[src/rtl/alu8_pkg.sv]
package alu8_pkg;

    localparam int DATA_W = 8;
    localparam int NIB_W  = DATA_W / 2;
    localparam int OP_W   = 4;

    typedef logic [OP_W-1:0] alu_op_t;

    localparam alu_op_t OP_ADD = 4'd0;
    localparam alu_op_t OP_ADC = 4'd1;
    localparam alu_op_t OP_SUB = 4'd2;
    localparam alu_op_t OP_SBB = 4'd3;
    localparam alu_op_t OP_AND = 4'd4;
    localparam alu_op_t OP_XOR = 4'd5;
    localparam alu_op_t OP_OR  = 4'd6;
    localparam alu_op_t OP_CMP = 4'd7;
    localparam alu_op_t OP_INR = 4'd8;
    localparam alu_op_t OP_DCR = 4'd9;

    typedef enum logic [1:0] {
        LG_AND = 2'd0,
        LG_XOR = 2'd1,
        LG_OR  = 2'd2
    } logic_sel_e;

    typedef struct packed {
        logic s;
        logic z;
        logic h;
        logic p;
        logic c;
    } flags_t;

    typedef struct packed {
        logic       defined;
        logic       write;
        logic       subtract;
        logic       use_carry;
        logic       is_logic;
        logic_sel_e lsel;
        logic       unary;
        logic       unary_dec;
        flags_t     mask;
    } alu_ctrl_t;

endpackage

[src/rtl/alu8_decode.sv]
module alu8_decode
    import alu8_pkg::*;
(
    input  alu_op_t   op,
    output alu_ctrl_t ctrl
);

    localparam flags_t MASK_ALL    = '{s: 1'b1, z: 1'b1, h: 1'b1, p: 1'b1, c: 1'b1};
    localparam flags_t MASK_KEEP_C = '{s: 1'b1, z: 1'b1, h: 1'b1, p: 1'b1, c: 1'b0};

    always_comb begin
        ctrl           = '0;
        ctrl.lsel      = LG_AND;
        unique case (op)
            OP_ADD: begin
                ctrl.defined = 1'b1; ctrl.write = 1'b1; ctrl.mask = MASK_ALL;
            end
            OP_ADC: begin
                ctrl.defined = 1'b1; ctrl.write = 1'b1; ctrl.use_carry = 1'b1;
                ctrl.mask    = MASK_ALL;
            end
            OP_SUB: begin
                ctrl.defined = 1'b1; ctrl.write = 1'b1; ctrl.subtract = 1'b1;
                ctrl.mask    = MASK_ALL;
            end
            OP_SBB: begin
                ctrl.defined   = 1'b1; ctrl.write = 1'b1; ctrl.subtract = 1'b1;
                ctrl.use_carry = 1'b1; ctrl.mask  = MASK_ALL;
            end
            OP_AND: begin
                ctrl.defined = 1'b1; ctrl.write = 1'b1; ctrl.is_logic = 1'b1;
                ctrl.lsel    = LG_AND; ctrl.mask = MASK_ALL;
            end
            OP_XOR: begin
                ctrl.defined = 1'b1; ctrl.write = 1'b1; ctrl.is_logic = 1'b1;
                ctrl.lsel    = LG_XOR; ctrl.mask = MASK_ALL;
            end
            OP_OR: begin
                ctrl.defined = 1'b1; ctrl.write = 1'b1; ctrl.is_logic = 1'b1;
                ctrl.lsel    = LG_OR; ctrl.mask = MASK_ALL;
            end
            OP_CMP: begin
                ctrl.defined = 1'b1; ctrl.subtract = 1'b1; ctrl.mask = MASK_ALL;
            end
            OP_INR: begin
                ctrl.defined = 1'b1; ctrl.write = 1'b1; ctrl.unary = 1'b1;
                ctrl.mask    = MASK_KEEP_C;
            end
            OP_DCR: begin
                ctrl.defined   = 1'b1; ctrl.write = 1'b1; ctrl.unary = 1'b1;
                ctrl.unary_dec = 1'b1; ctrl.mask  = MASK_KEEP_C;
            end
            default: ctrl = '0;
        endcase
    end

endmodule

[src/rtl/alu8_datapath.sv]
module alu8_datapath
    import alu8_pkg::*;
#(
    parameter int W   = DATA_W,
    parameter int NIB = NIB_W
) (
    input  alu_ctrl_t      ctrl,
    input  logic [W-1:0]   a,
    input  logic [W-1:0]   b,
    input  logic           carry_in,
    output logic [W-1:0]   res,
    output logic           half,
    output logic           carry
);

    logic [W-1:0]   x_op;
    logic [W-1:0]   y_op;
    logic           c_op;
    logic [W:0]     sum;
    logic [NIB:0]   low_sum;
    logic [W-1:0]   lres;

    always_comb begin
        if (ctrl.unary) begin
            x_op = b;
            y_op = ctrl.unary_dec ? {W{1'b1}} : '0;
            c_op = ~ctrl.unary_dec;
        end else begin
            x_op = a;
            y_op = ctrl.subtract ? ~b : b;
            c_op = ctrl.subtract ? ~(ctrl.use_carry & carry_in)
                                 :  (ctrl.use_carry & carry_in);
        end
    end

    assign sum     = {1'b0, x_op} + {1'b0, y_op} + {{W{1'b0}}, c_op};
    assign low_sum = {1'b0, x_op[NIB-1:0]} + {1'b0, y_op[NIB-1:0]} + {{NIB{1'b0}}, c_op};

    always_comb begin
        unique case (ctrl.lsel)
            LG_XOR:  lres = a ^ b;
            LG_OR:   lres = a | b;
            default: lres = a & b;
        endcase
    end

    always_comb begin
        if (ctrl.is_logic) begin
            res   = lres;
            half  = (ctrl.lsel == LG_AND);
            carry = 1'b0;
        end else begin
            res   = sum[W-1:0];
            half  = low_sum[NIB];
            carry = (ctrl.subtract && !ctrl.unary) ? ~sum[W] : sum[W];
        end
    end

endmodule

[src/rtl/alu8_flag_store.sv]
module alu8_flag_store
    import alu8_pkg::*;
#(
    parameter int W = DATA_W
) (
    input  logic         clk,
    input  logic         rst_n,
    input  logic         load,
    input  flags_t       mask,
    input  logic [W-1:0] res,
    input  logic         half,
    input  logic         carry,
    output flags_t       flags_q
);

    typedef enum logic { ST_HOLD, ST_UPDATE } fs_ev_e;

    fs_ev_e ev;
    flags_t fresh;

    always_comb begin
        fresh.s = res[W-1];
        fresh.z = ~|res;
        fresh.h = half;
        fresh.p = ~^res;
        fresh.c = carry;
        ev      = load ? ST_UPDATE : ST_HOLD;
    end

    always_ff @(posedge clk or negedge rst_n) begin
        if (!rst_n) begin
            flags_q <= '0;
        end else begin
            unique case (ev)
                ST_UPDATE: flags_q <= (flags_q & ~mask) | (fresh & mask);
                default:   flags_q <= flags_q;
            endcase
        end
    end

endmodule

[src/rtl/alu8_unit.sv]
module alu8_unit
    import alu8_pkg::*;
(
    input  logic        clk,
    input  logic        rst_n,
    input  logic        op_valid,
    input  logic [3:0]  op_code,
    input  logic [7:0]  acc_in,
    input  logic [7:0]  opnd_in,
    output logic [7:0]  result,
    output logic        result_we,
    output logic [7:0]  flags_byte
);

    alu_ctrl_t    ctrl;
    logic         dp_half;
    logic         dp_carry;
    flags_t       flags_q;

    alu8_decode u_dec (
        .op   (op_code),
        .ctrl (ctrl)
    );

    alu8_datapath #(.W(DATA_W), .NIB(NIB_W)) u_dp (
        .ctrl     (ctrl),
        .a        (acc_in),
        .b        (opnd_in),
        .carry_in (flags_q.c),
        .res      (result),
        .half     (dp_half),
        .carry    (dp_carry)
    );

    alu8_flag_store #(.W(DATA_W)) u_fs (
        .clk     (clk),
        .rst_n   (rst_n),
        .load    (op_valid & ctrl.defined),
        .mask    (ctrl.mask),
        .res     (result),
        .half    (dp_half),
        .carry   (dp_carry),
        .flags_q (flags_q)
    );

    assign result_we  = op_valid & ctrl.write;
    assign flags_byte = {flags_q.s, flags_q.z, 1'b0, flags_q.h, 1'b0, flags_q.p, 1'b1, flags_q.c};

    // zero flag follows the result of the updating operation
    a_r6_zero_tracks: assert property (@(posedge clk) disable iff (!rst_n)
        (op_valid && op_code <= OP_DCR) |=> (flags_byte[6] == ($past(result) == 8'h00)));

    // sign flag follows bit 7 of the result
    a_r6_sign_tracks: assert property (@(posedge clk) disable iff (!rst_n)
        (op_valid && op_code <= OP_DCR) |=> (flags_byte[7] == $past(result[7])));

    // parity flag marks an even count of ones
    a_r7_even_parity: assert property (@(posedge clk) disable iff (!rst_n)
        (op_valid && op_code <= OP_DCR) |=> (flags_byte[2] == ~^$past(result)));

    // increment/decrement keep the carry
    a_r5_keep_carry: assert property (@(posedge clk) disable iff (!rst_n)
        (op_valid && (op_code == OP_INR || op_code == OP_DCR)) |=> (flags_byte[0] == $past(flags_byte[0])));

    // logical operations clear carry
    a_r4_logic_clears_carry: assert property (@(posedge clk) disable iff (!rst_n)
        (op_valid && (op_code == OP_AND || op_code == OP_XOR || op_code == OP_OR)) |=> !flags_byte[0]);

    // compare never writes back
    a_r3_cmp_no_write: assert property (@(posedge clk) disable iff (!rst_n)
        (op_valid && op_code == OP_CMP) |-> !result_we);

    // idle cycles and undefined codes hold the flags
    a_r10_hold_flags: assert property (@(posedge clk) disable iff (!rst_n)
        (!op_valid || op_code > OP_DCR) |=> $stable(flags_byte));

endmodule

[config.mk]
export PLATFORM = sky130hd
export DESIGN_NAME = alu8_unit
export DESIGN_NICKNAME = d
export VERILOG_FILES = /design/src/rtl/alu8_pkg.sv /design/src/rtl/alu8_decode.sv /design/src/rtl/alu8_datapath.sv /design/src/rtl/alu8_flag_store.sv /design/src/rtl/alu8_unit.sv
export SDC_FILE = /design/constraint.sdc
export NUM_CORES = 1
export LEC_CHECK = 0
export CORE_ASPECT_RATIO = 1.4
export CORE_MARGIN = 4
export CORE_UTILIZATION = 45
export DETAILED_ROUTE_END_ITERATION = 7
export PLACE_DENSITY = 0.8
export SETUP_SLACK_MARGIN = 0.4
export SLEW_MARGIN = 20
export SYNTH_ARGS = -nofsm -noshare
export SYNTH_HDL_FRONTEND = slang
export SYNTH_SLANG_ARGS = --single-unit
[constraint.sdc]
create_clock -name clk -period 4 [get_ports clk]
set_clock_uncertainty 0.2 [all_clocks]
set_input_delay 0.6 -clock clk [delete_from_list [all_inputs] [get_ports clk]]
set_output_delay 0.6 -clock clk [all_outputs]
set_load 0.01 [all_outputs]
==> results of run 1 <==
metal layers:
layer	track usage [%]	vias up	routed length, um
met3	3.618	22	237
met2	46.87	73	3167
met5	0	-	0
li1	-	960	-
met4	13.23	0	309
met1	24.16	935	2117
cells in the final DEF (no fill, tap or decap), types with 3 or more instances in the layout:
cell type,count
o21ai_1,16
clkdlybuf4s50_1,23
buf_6,11
buf_4,62
a22oi_1,3
nor2_1,4
conb_1,3
nand2_1,23
xor2_1,4
clkbuf_8,3
xnor2_2,6
dlygate4sd2_1,3
a21oi_2,4
inv_1,28
xnor2_1,5
o21ai_0,4
a21oi_1,17
ha_1,27
dfrtp_1,5
a21o_1,3
buf_2,5
nand2b_1,5
nor2_2,3
o21a_1,6
power by group:
group / internal, W / total, W / switching (W)
registers: 0.0000638 / 0.0000730 / 0.00000919
clock network: 0.0000686 / 0.0000951 / 0.0000265
logic: 0.000357 / 0.000640 / 0.000283
total: 0.000489 / 0.000808 / 0.000319
stage by stage:
stage          TNS, ns  util, %  hold slack, ns  worst slack [ns]
3_5_place_dp    -3.824    69.76          0.2753           -0.6692
5_1_grt              0    81.17          0.3223           0.02497
6_report             0    81.17          0.2872            0.1527
4_1_cts              0    78.68          0.2832            0.1899
2_1_floorplan        0        -          0.1044            0.3008
3_3_place_gp    -3.109    69.76          0.2714           -0.5768
worst register-to-register path: cells and delay by family (launching register included):
family | cells | cell delay, ns
compound gates | 6 | 1.01
xor+xnor | 4 | 0.57
fa+ha+maj | 3 | 0.86
buf+inv | 2 | 0.18
flops | 1 | 0.42
mux | 1 | 0.26
simple gates | 2 | 0.14
Yosys cell counts (3+ instances only):
library cell | count | share of area, %
ha_1 | 30 | 23
o21ai_0 | 6 | 1.9
nor2b_1 | 3 | 1.2
nand2_1 | 25 | 5.8
a21oi_1 | 21 | 6.5
a22oi_1 | 3 | 1.4
nor2_1 | 6 | 1.4
nand2b_1 | 5 | 1.9
xnor2_1 | 11 | 6.0
inv_1 | 29 | 6.8
dfrtp_1 | 5 | 7.8
xor2_1 | 5 | 2.7
buf_4 | 4 | 1.9
a21o_1 | 3 | 1.4
o21a_1 | 6 | 2.8
clkbuf_1 | 4 | 0.94
o21ai_1 | 15 | 4.7
logic make-up (layout without fill, tap and decap cells):
family | Yosys count | after routing | share of synthesized area, %
flip-flops | 5 | 5 | 7.794
buffers and inverters | 41 | 143 | 10.68
multiplexers | 2 | 2 | 1.325
adder cells (fa/ha/maj) | 32 | 32 | 25.88
AND/OR/NAND/NOR | 54 | 54 | 16.84
XOR/XNOR | 16 | 16 | 8.729
AO/OA/AOI/OAI | 71 | 71 | 28.29
other | 2 | 3 | 0.4678
how the worst min path moves through the flow:
stage	from	end	slack, ns	cells after the start
after floorplan	rst_n	async pin	0.10	0
after CTS	flop	flop	0.28	2
after global routing	flop	flop	0.32	2
final	flop	flop	0.29	2
after global placement	flop	flop	0.27	2
after detailed placement	flop	flop	0.28	2
layout make-up:
type | count | area [um^2] | share of cell area (%)
Sequential cell | 5 | 125.1 | 4.521
Clock buffer | 4 | 45.04 | 1.627
Inverter | 30 | 112.6 | 4.069
Multi-Input combinational cell | 178 | 1489 | 53.80
Timing Repair Buffer | 109 | 945.9 | 34.18
Tap cell | 40 | 50.05 | 1.808
what timing repair did:
action | 4_1_cts | 5_1_grt
setup endpoints to repair | 10 | 10
resized for setup | 70 | 18
setup buffers | 22 | 4
gates cloned | 0 | 0
pin swaps | 34 | 18
==> flow_summary_export.csv, run 1 <==
group,metric,value,unit
outcome,outcome,"finished clean",
flow_run,maxCapViolCount,0,
power_and_ir_drop,design_power_total,0.0008082,W
worst_setup_path,critical_path.cell_chain,"buf_6 > nor2b_4 > nor3b_4 > buf_4 > xnor2_2 > a21o_1 > fa_2 > inv_2 > fa_2 > a211oi_2 > o21bai_1 > a21oi_2 > xor2_1 > mux2i_1 > buf_2",
synthesis,syn_area,0.001605,mm^2
global_route,antenna_found_initial,0,
worst_setup_path,endpoint,"result[6]",
floorplanning,dieArea,0.004601,mm^2
power_and_ir_drop,p_per_area,292.0,mW/mm^2
final_layout,n_antenna_cell,0,
placement,dp_hpwl,3622,um
worst_setup_path,worstSetupPathType,"input pin to output port",
synthesis,ys_seq_area_share,7.794,%
synthesis,ys.flop_type,"dfrtp_1",
final_layout,final_cell_area,0.002768,mm^2
final_layout,n_fill_cell,208,
clocking,clk_pin_slew_worst_paths,0.04,ns
routing,wirelength,5831,um
synthesis,yosysWarningCount,0,
worst_setup_path,startpoint_type,"input pin",
worst_setup_path,path_depth,15,
power_and_ir_drop,ir_drop,0.4161,mV
sta,setup_viol,0,
placement,place_area,0.002379,mm^2
routing,dr_total_vias,1990,
sta,hold_viol,0,
routing,vias_per_cell,5.437,
routing,dr.pass1.iters,4,
global_route,grt_pass1_wl,8894,um
routing,drc,0,
final_layout,fin_nets,382,
sta,finalCriticalPeriod,3.847,ns
global_route,overflow,0,
clocking,clock_path_buffers,2,
routing,first_iter_violations,90,
placement,place_congestion,0.8836,
worst_setup_path,end_kind,"output port",
clocking,cts-root-buf,"clkbuf_8",
synthesis,synth-edff-count,0,
sta,rsz0062_at_grt,"yes",
worst_hold_path,hold_path.class,"flop to flop",
clocking,hold_buffers,0,
worst_setup_path,crit_family,"compound AO/OA/AOI/OAI gates",
worst_setup_path,rrSetupSlack,0.22,ns
floorplanning,core-area,0.003410,mm^2
placement,dp_cells,336,
routing,drtAntennaViolNets,0,
clocking,cts_buffers,3,
synthesis,synth.avg_cell_area,7.199,um^2
routing,routedWlPerCell,15.93,um
worst_setup_path,critPathBufInv,4,
sta,drv_slew,0,
synthesis,netlist-cell-type-count,48,
synthesis,synth_cells,223,
final_layout,drive_gt1_share,38.96,%
synthesis,ys_seq_elements,5,
worst_setup_path,crit_required,3.20,ns
worst_setup_path,cp.arrival,3.05,ns
worst_setup_path,worst_path_max_delay_cell,"fa_2",
global_route,grt_pass1_vias,2052,
worst_setup_path,crit_start,"op_code[2]",
worst_setup_path,cp_common_cell,"fa_2",
floorplanning,die-width,58.48,um
clocking,cts_tree,"yes",
placement,portBuffers,36,
floorplanning,die_y,78.67,um
sta,final.period_utilization,96.18,%
clocking,clk_latency,0.22,ns
floorplanning,initial_core_util,47.08,%
final_layout,syn2layout_area_growth,72.41,%
clocking,h-tree-depth,1,
global_route,grt_util_all_layers,24.57,%
global_route,grt_start_max_net_pins,22,
clocking,clock_sinks,5,
synthesis,synth-async-reset-ratio,100.0,%
worst_setup_path,crit_path_max_incr_delay,0.36,ns
power_and_ir_drop,leakage,1.396,nW
worst_setup_path,r2r_cells,18,
worst_setup_path,cp_max_fo,3,
floorplanning,pin_count,40,
floorplanning,std_cell_rows,25,
sta,fmax,0.2599,GHz
final_layout,layout.cells.non_filler,366,
Power figures use the tool's default switching activity.
==> run 2: changes to the inputs <==
==> constraint.sdc (replaced) <==
create_clock -name clk -period 4.63 [get_ports clk]
set_clock_uncertainty 0.2 [all_clocks]
set_input_delay 0.6945 -clock clk [delete_from_list [all_inputs] [get_ports clk]]
set_output_delay 0.6945 -clock clk [all_outputs]
set_load 0.005 [all_outputs]
==> flow_summary_export.csv, run 2 (same netlist as run 1, synthesis figures left out) <==
group,metric,value,unit
sta,hold_viol,0,
global_route,grt_pass1_vias,1753,
outcome,outcome,"finished clean",
clocking,cts-root-buf,"clkbuf_8",
worst_setup_path,cp_max_fo,3,
placement,place_congestion,0.8604,
sta,drv_slew,0,
final_layout,drive_gt1_share,27.08,%
placement,pre_cts_ws,-0.2172,ns
final_layout,post-route-util,68.73,%
global_route,antenna_found_initial,0,
worst_setup_path,endpoint,"result[1]",
floorplanning,die_y,78.67,um
final_layout,seq_area,125.1,um^2
floorplanning,std_cell_rows,25,
clocking,cts_tree,"yes",
final_layout,layout_common_cells,"buf_4, inv_1, ha_1",
sta,setup_ws,0.5227,ns
sta,finalCriticalPeriod,4.107,ns
final_layout,mostFrequentLayoutCell,"buf_4",
sta,final.period_utilization,88.71,%
routing,dr_total_vias,1795,
sta,setup_tns,0,ns
worst_setup_path,cp.arrival,3.21,ns
power_and_ir_drop,p_per_area,240.9,mW/mm^2
floorplanning,initial_core_util,47.08,%
final_layout,multi_input_area,0.001408,mm^2
floorplanning,die-width,58.48,um
final_layout,syn2layout_area_growth,45.99,%
clocking,clk_latency,0.22,ns
global_route,overflow,0,
clocking,h-tree-depth,1,
power_and_ir_drop,ir_drop,0.2257,mV
worst_setup_path,startpoint_type,"input pin",
final_layout,n_antenna_cell,0,
worst_setup_path,cp_common_cell,"fa_2",
placement,dp_hpwl,3425,um
clocking,clock_path_buffers,2,
worst_setup_path,end_kind,"output port",
power_and_ir_drop,leakage,1.146,nW
sta,setup_viol,0,
flow_run,maxCapViolCount,0,
clocking,clk_pin_slew_worst_paths,0.03,ns
global_route,grt_util_all_layers,19.38,%
sta,fmax,0.2435,GHz
worst_setup_path,r2r_cells,17,
sta,rsz0062_at_grt,"no",
floorplanning,dieArea,0.004601,mm^2
final_layout,n_fill_cell,267,
clocking,cts_buffers,3,
routing,vias_per_cell,5.473,
routing,drtAntennaViolNets,0,
placement,portBuffers,36,
routing,dr.pass1.iters,4,
worst_hold_path,hold_path.class,"flop to flop",
worst_setup_path,worstSetupPathType,"input pin to output port",
worst_setup_path,rrSetupSlack,1.02,ns
worst_setup_path,critical_path.cell_chain,"dlygate4sd2_1 > nor3b_2 > buf_4 > xnor2_2 > a21o_1 > fa_2 > inv_2 > fa_2 > nand2_1 > o21a_1 > inv_1 > clkdlybuf4s50_1",
global_route,grt_pass1_wl,7348,um
global_route,grt_start_max_net_pins,19,
worst_setup_path,crit_start,"op_code[3]",
worst_hold_path,hold_depth,2,
worst_setup_path,worst_path_max_delay_cell,"fa_2",
worst_setup_path,crit_path_max_incr_delay,0.43,ns
floorplanning,pin_count,40,
routing,first_iter_violations,42,
clocking,clock_sinks,5,
worst_setup_path,crit_required,3.74,ns
floorplanning,core-area,0.003410,mm^2
routing,routedWlPerCell,14.10,um
routing,wirelength,4625,um
final_layout,fin_nets,344,
routing,drc,0,
-- run 2: changes by cell type in the layout (fill, tap and decap cells not counted), moves of 4 or more --
cell	change
buf_2	-4
buf_4	-30
buf_6	-9
clkbuf_2	+5
xnor2_1	+5
xnor2_2	-5
-- run 2: how the worst min path moves through the flow --
stage,startpoint,endpoint
after global placement,flop,flop
after floorplan,rst_n,async pin
after global routing,flop,flop
final,flop,flop
after CTS,flop,flop
after detailed placement,flop,flop
-- run 2: layer usage --
layer  part of all wire (%)  up-vias  GRT usage, %
met5                      0        -             0
met4                    2.1        0         3.016
met3                    3.4       10         3.289
met2                     53       43         37.14
met1                     41      857         21.82
li1                       -      885             -
-- run 2: timing repair --
action,4_1_cts,5_1_grt
hold buffers,0,0
endpoints found under the hold margin,0,0
resized for setup,27,28
buffers inserted,2,5
setup endpoints to repair,9,9
pin swaps,17,17
-- run 2: metrics by stage --
stage	power (W)	cells	instance area, um^2	hold slack, ns
after floorplan	0.0002957	224	1609	0.1989
after global placement	0.0004589	317	2171	0.2701
after detailed placement	0.0004667	317	2171	0.2831
after CTS	0.0005530	323	2272	0.2904
after global routing	0.0006209	328	2344	0.3339
final	0.0005646	328	2344	0.2816
-- run 2: worst max-delay path, delay by kind of cell --
kind            cells  cell delay, ns
simple gates        2            0.26
buf+inv             5            0.99
xor+xnor            1            0.07
compound gates      2            0.37
fa+ha+maj           2            0.83
-- run 2: layout make-up --
| type | count | share of cell area [%] |
|---|---|---|
| Inverter | 30 | 4.805 |
| Timing Repair Buffer | 71 | 25.73 |
| Clock buffer | 4 | 1.922 |
| Sequential cell | 5 | 5.339 |
| Tap cell | 40 | 2.136 |
| Multi-Input combinational cell | 178 | 60.06 |
-- run 2: power breakdown --
| part | switching, W | internal [W] |
|---|---|---|
| Combinational | 0.000195 | 0.000229 |
| Clock | 0.0000203 | 0.0000590 |
| Sequential | 0.00000611 | 0.0000551 |
==> run 3: changes to the inputs <==
--- a/config.mk
+++ b/config.mk
@@ -9,7 +9,7 @@
 export CORE_MARGIN = 4
 export CORE_UTILIZATION = 45
 export DETAILED_ROUTE_END_ITERATION = 7
-export PLACE_DENSITY = 0.8
+export PLACE_DENSITY = 0.83
 export SETUP_SLACK_MARGIN = 0.4
 export SLEW_MARGIN = 20
 export SYNTH_ARGS = -nofsm -noshare
==> constraint.sdc (replaced) <==
create_clock -name clk -period 3.3 [get_ports clk]
set_clock_uncertainty 0.2 [all_clocks]
set_input_delay 0.495 -clock clk [delete_from_list [all_inputs] [get_ports clk]]
set_output_delay 0.495 -clock clk [all_outputs]
set_load 0.005 [all_outputs]
==> flow_summary_export.csv, run 3 (same netlist as run 1, synthesis figures left out) <==
group,metric,value,unit
sta,fmax,0.2657,GHz
placement,portBuffers,36,
placement,dp_hpwl,4158,um
final_layout,mostFrequentLayoutCell,"buf_4",
worst_setup_path,startpoint_type,"input pin",
floorplanning,std_cell_rows,25,
power_and_ir_drop,leakage,1.484,nW
routing,drtAntennaViolNets,0,
sta,drv_slew,0,
floorplanning,dieArea,0.004601,mm^2
outcome,violations,"setup timing",
power_and_ir_drop,ir_drop,0.3827,mV
power_and_ir_drop,design_power_total,0.001020,W
final_layout,layout.cells.non_filler,377,
routing,drc,0,
sta,final.period_utilization,114.1,%
power_and_ir_drop,power_switching,0.0004246,W
worst_setup_path,end_kind,"flop",
power_and_ir_drop,pwr-share-clk,12.0,%
worst_setup_path,cp_max_fo,4,
global_route,overflow,0,
sta,rsz0062_at_grt,"yes",
clocking,clock_sinks,5,
power_and_ir_drop,swShare,41.62,%
routing,vias_per_cell,5.817,
power_and_ir_drop,pwr-share-comb,79.3,%
clocking,clk_latency,0.24,ns
final_layout,syn2layout_area_growth,83.55,%
floorplanning,initial_core_util,47.08,%
clocking,hold_buffers,0,
final_layout,layout_common_cells,"buf_4, inv_1, ha_1",
clocking,cts_buffers,3,
final_layout,drive_gt1_share,44.51,%
floorplanning,die_y,78.67,um
placement,place_congestion,0.9524,
outcome,outcome,"finished, violations left",
clocking,cts_tree,"yes",
clocking,clk_pin_slew_worst_paths,0.04,ns
routing,first_iter_violations,167,
global_route,antenna_found_initial,0,
routing,routedWlPerCell,19.78,um
final_layout,multi_input_area,0.001565,mm^2
clocking,clock_path_buffers,2,
final_layout,n_fill_cell,170,
floorplanning,core-area,0.003410,mm^2
sta,setup_ws,-0.4643,ns
sta,finalCriticalPeriod,3.764,ns
power_and_ir_drop,p_int,0.0005956,W
placement,pre_cts_ws,-1.079,ns
global_route,grt_util_all_layers,31.07,%
worst_setup_path,rrSetupSlack,-0.43,ns
clocking,cts-root-buf,"clkbuf_8",
power_and_ir_drop,p_per_area,346.3,mW/mm^2
sta,holdWs,0.2982,ns
flow_run,maxCapViolCount,0,
routing,wirelength,7458,um
routing,dr_total_vias,2193,
worst_setup_path,cp.arrival,3.66,ns
worst_setup_path,crit_required,3.19,ns
sta,hold_viol,0,
global_route,grt_pass1_vias,2420,
placement,dp_cells,350,
floorplanning,die-width,58.48,um
worst_setup_path,worstSetupPathType,"input pin to flop",
floorplanning,pin_count,40,
clocking,h-tree-depth,1,
worst_setup_path,r2r_cells,17,
power_and_ir_drop,seq_power_share,8.7,%
sta,setup_viol,9,
sta,setup_tns,-2.097,ns
global_route,grt_pass1_wl,10940,um
final_layout,fin_nets,393,
final_layout,seq_area,125.1,um^2
routing,dr.pass1.iters,4,
final_layout,n_antenna_cell,0,
global_route,grt_start_max_net_pins,22,
worst_hold_path,hold_path.class,"input pin to async pin",
-- run 3: cell types whose count changed in the layout (fill, tap and decap cells not counted), sizes merged --
cell / delta
buf: +60
clkbuf: -6
dlygate4sd2: -1
clkdlybuf4s50: -4
-- run 3: cell type report --
cell class / instances / share of cell area, %
repair buffers: 120 / 35.58
inverters: 30 / 3.822
multi-input cells: 178 / 53.12
well taps: 40 / 1.699
clock buffers: 4 / 1.529
flip-flops and latches: 5 / 4.246
-- run 3: repair_timing --
action / in CTS / in global routing
endpoints found under the hold margin: 0 / 0
endpoints found under the setup margin: 14 / 13
resized for setup: 85 / 20
pin swaps: 34 / 32
setup buffers: 16 / 7
-- run 3: through the flow --
stage          util [%]  instance area (um^2)
2_1_floorplan         -                  1718
3_3_place_gp      74.35                  2535
3_5_place_dp      74.35                  2535
4_1_cts           82.20                  2803
5_1_grt           86.42                  2947
6_report          86.42                  2947
-- run 3: worst max-delay path by stage --
stage | endpoint | cells after the start | from | slack [ns]
4_1_cts | result[7] | 15 | op_code[2] | -0.33
3_3_place_gp | result[6] | 14 | op_code[1] | -1.00
2_1_floorplan | flop | 17 | op_code[2] | -0.26
5_1_grt | flop | 18 | op_code[2] | -0.58
3_5_place_dp | result[6] | 15 | op_code[0] | -1.08
6_report | flop | 18 | op_code[2] | -0.46
-- run 3: worst max-delay path, stage by stage --
cell and delay, ns:
buf_6 0.09, nor2b_4 0.12, nor3b_2 0.14, buf_4 0.15, buf_12 0.12, buf_8 0.12
xnor2_2 0.12, a21oi_2 0.08, ha_1 0.32, a211o_1 0.30, or2_1 0.28, o211a_1 0.26
a211oi_2 0.26, buf_4 0.20, ha_4 0.20, xor2_2 0.14, xnor2_1 0.16, o21ai_1 0.10
-- run 3: routing by layer --
| metal | vias up | track usage (%) | share of wire, % | wire (um) |
|---|---|---|---|---|
| li1 | 985 | - | - | - |
| met1 | 1024 | 29.13 | 34 | 2512 |
| met2 | 124 | 54.47 | 52 | 3902 |
| met3 | 60 | 6.908 | 5.1 | 379 |
| met4 | 0 | 26.68 | 8.9 | 664 |
| met5 | - | 0 | 0 | 0 |
-- run 3: power groups by stage --
| stage | clock network, W | registers [W] | logic [W] |
|---|---|---|---|
| detailed placement | 0 | 0.0000861 | 0.000649 |
| floorplan | 0 | 0.0000869 | 0.000354 |
| finish | 0.000122 | 0.0000886 | 0.000809 |
| CTS | 0.000117 | 0.0000868 | 0.000697 |
| global placement | 0 | 0.0000855 | 0.000627 |
| global route | 0.000132 | 0.0000899 | 0.000861 |
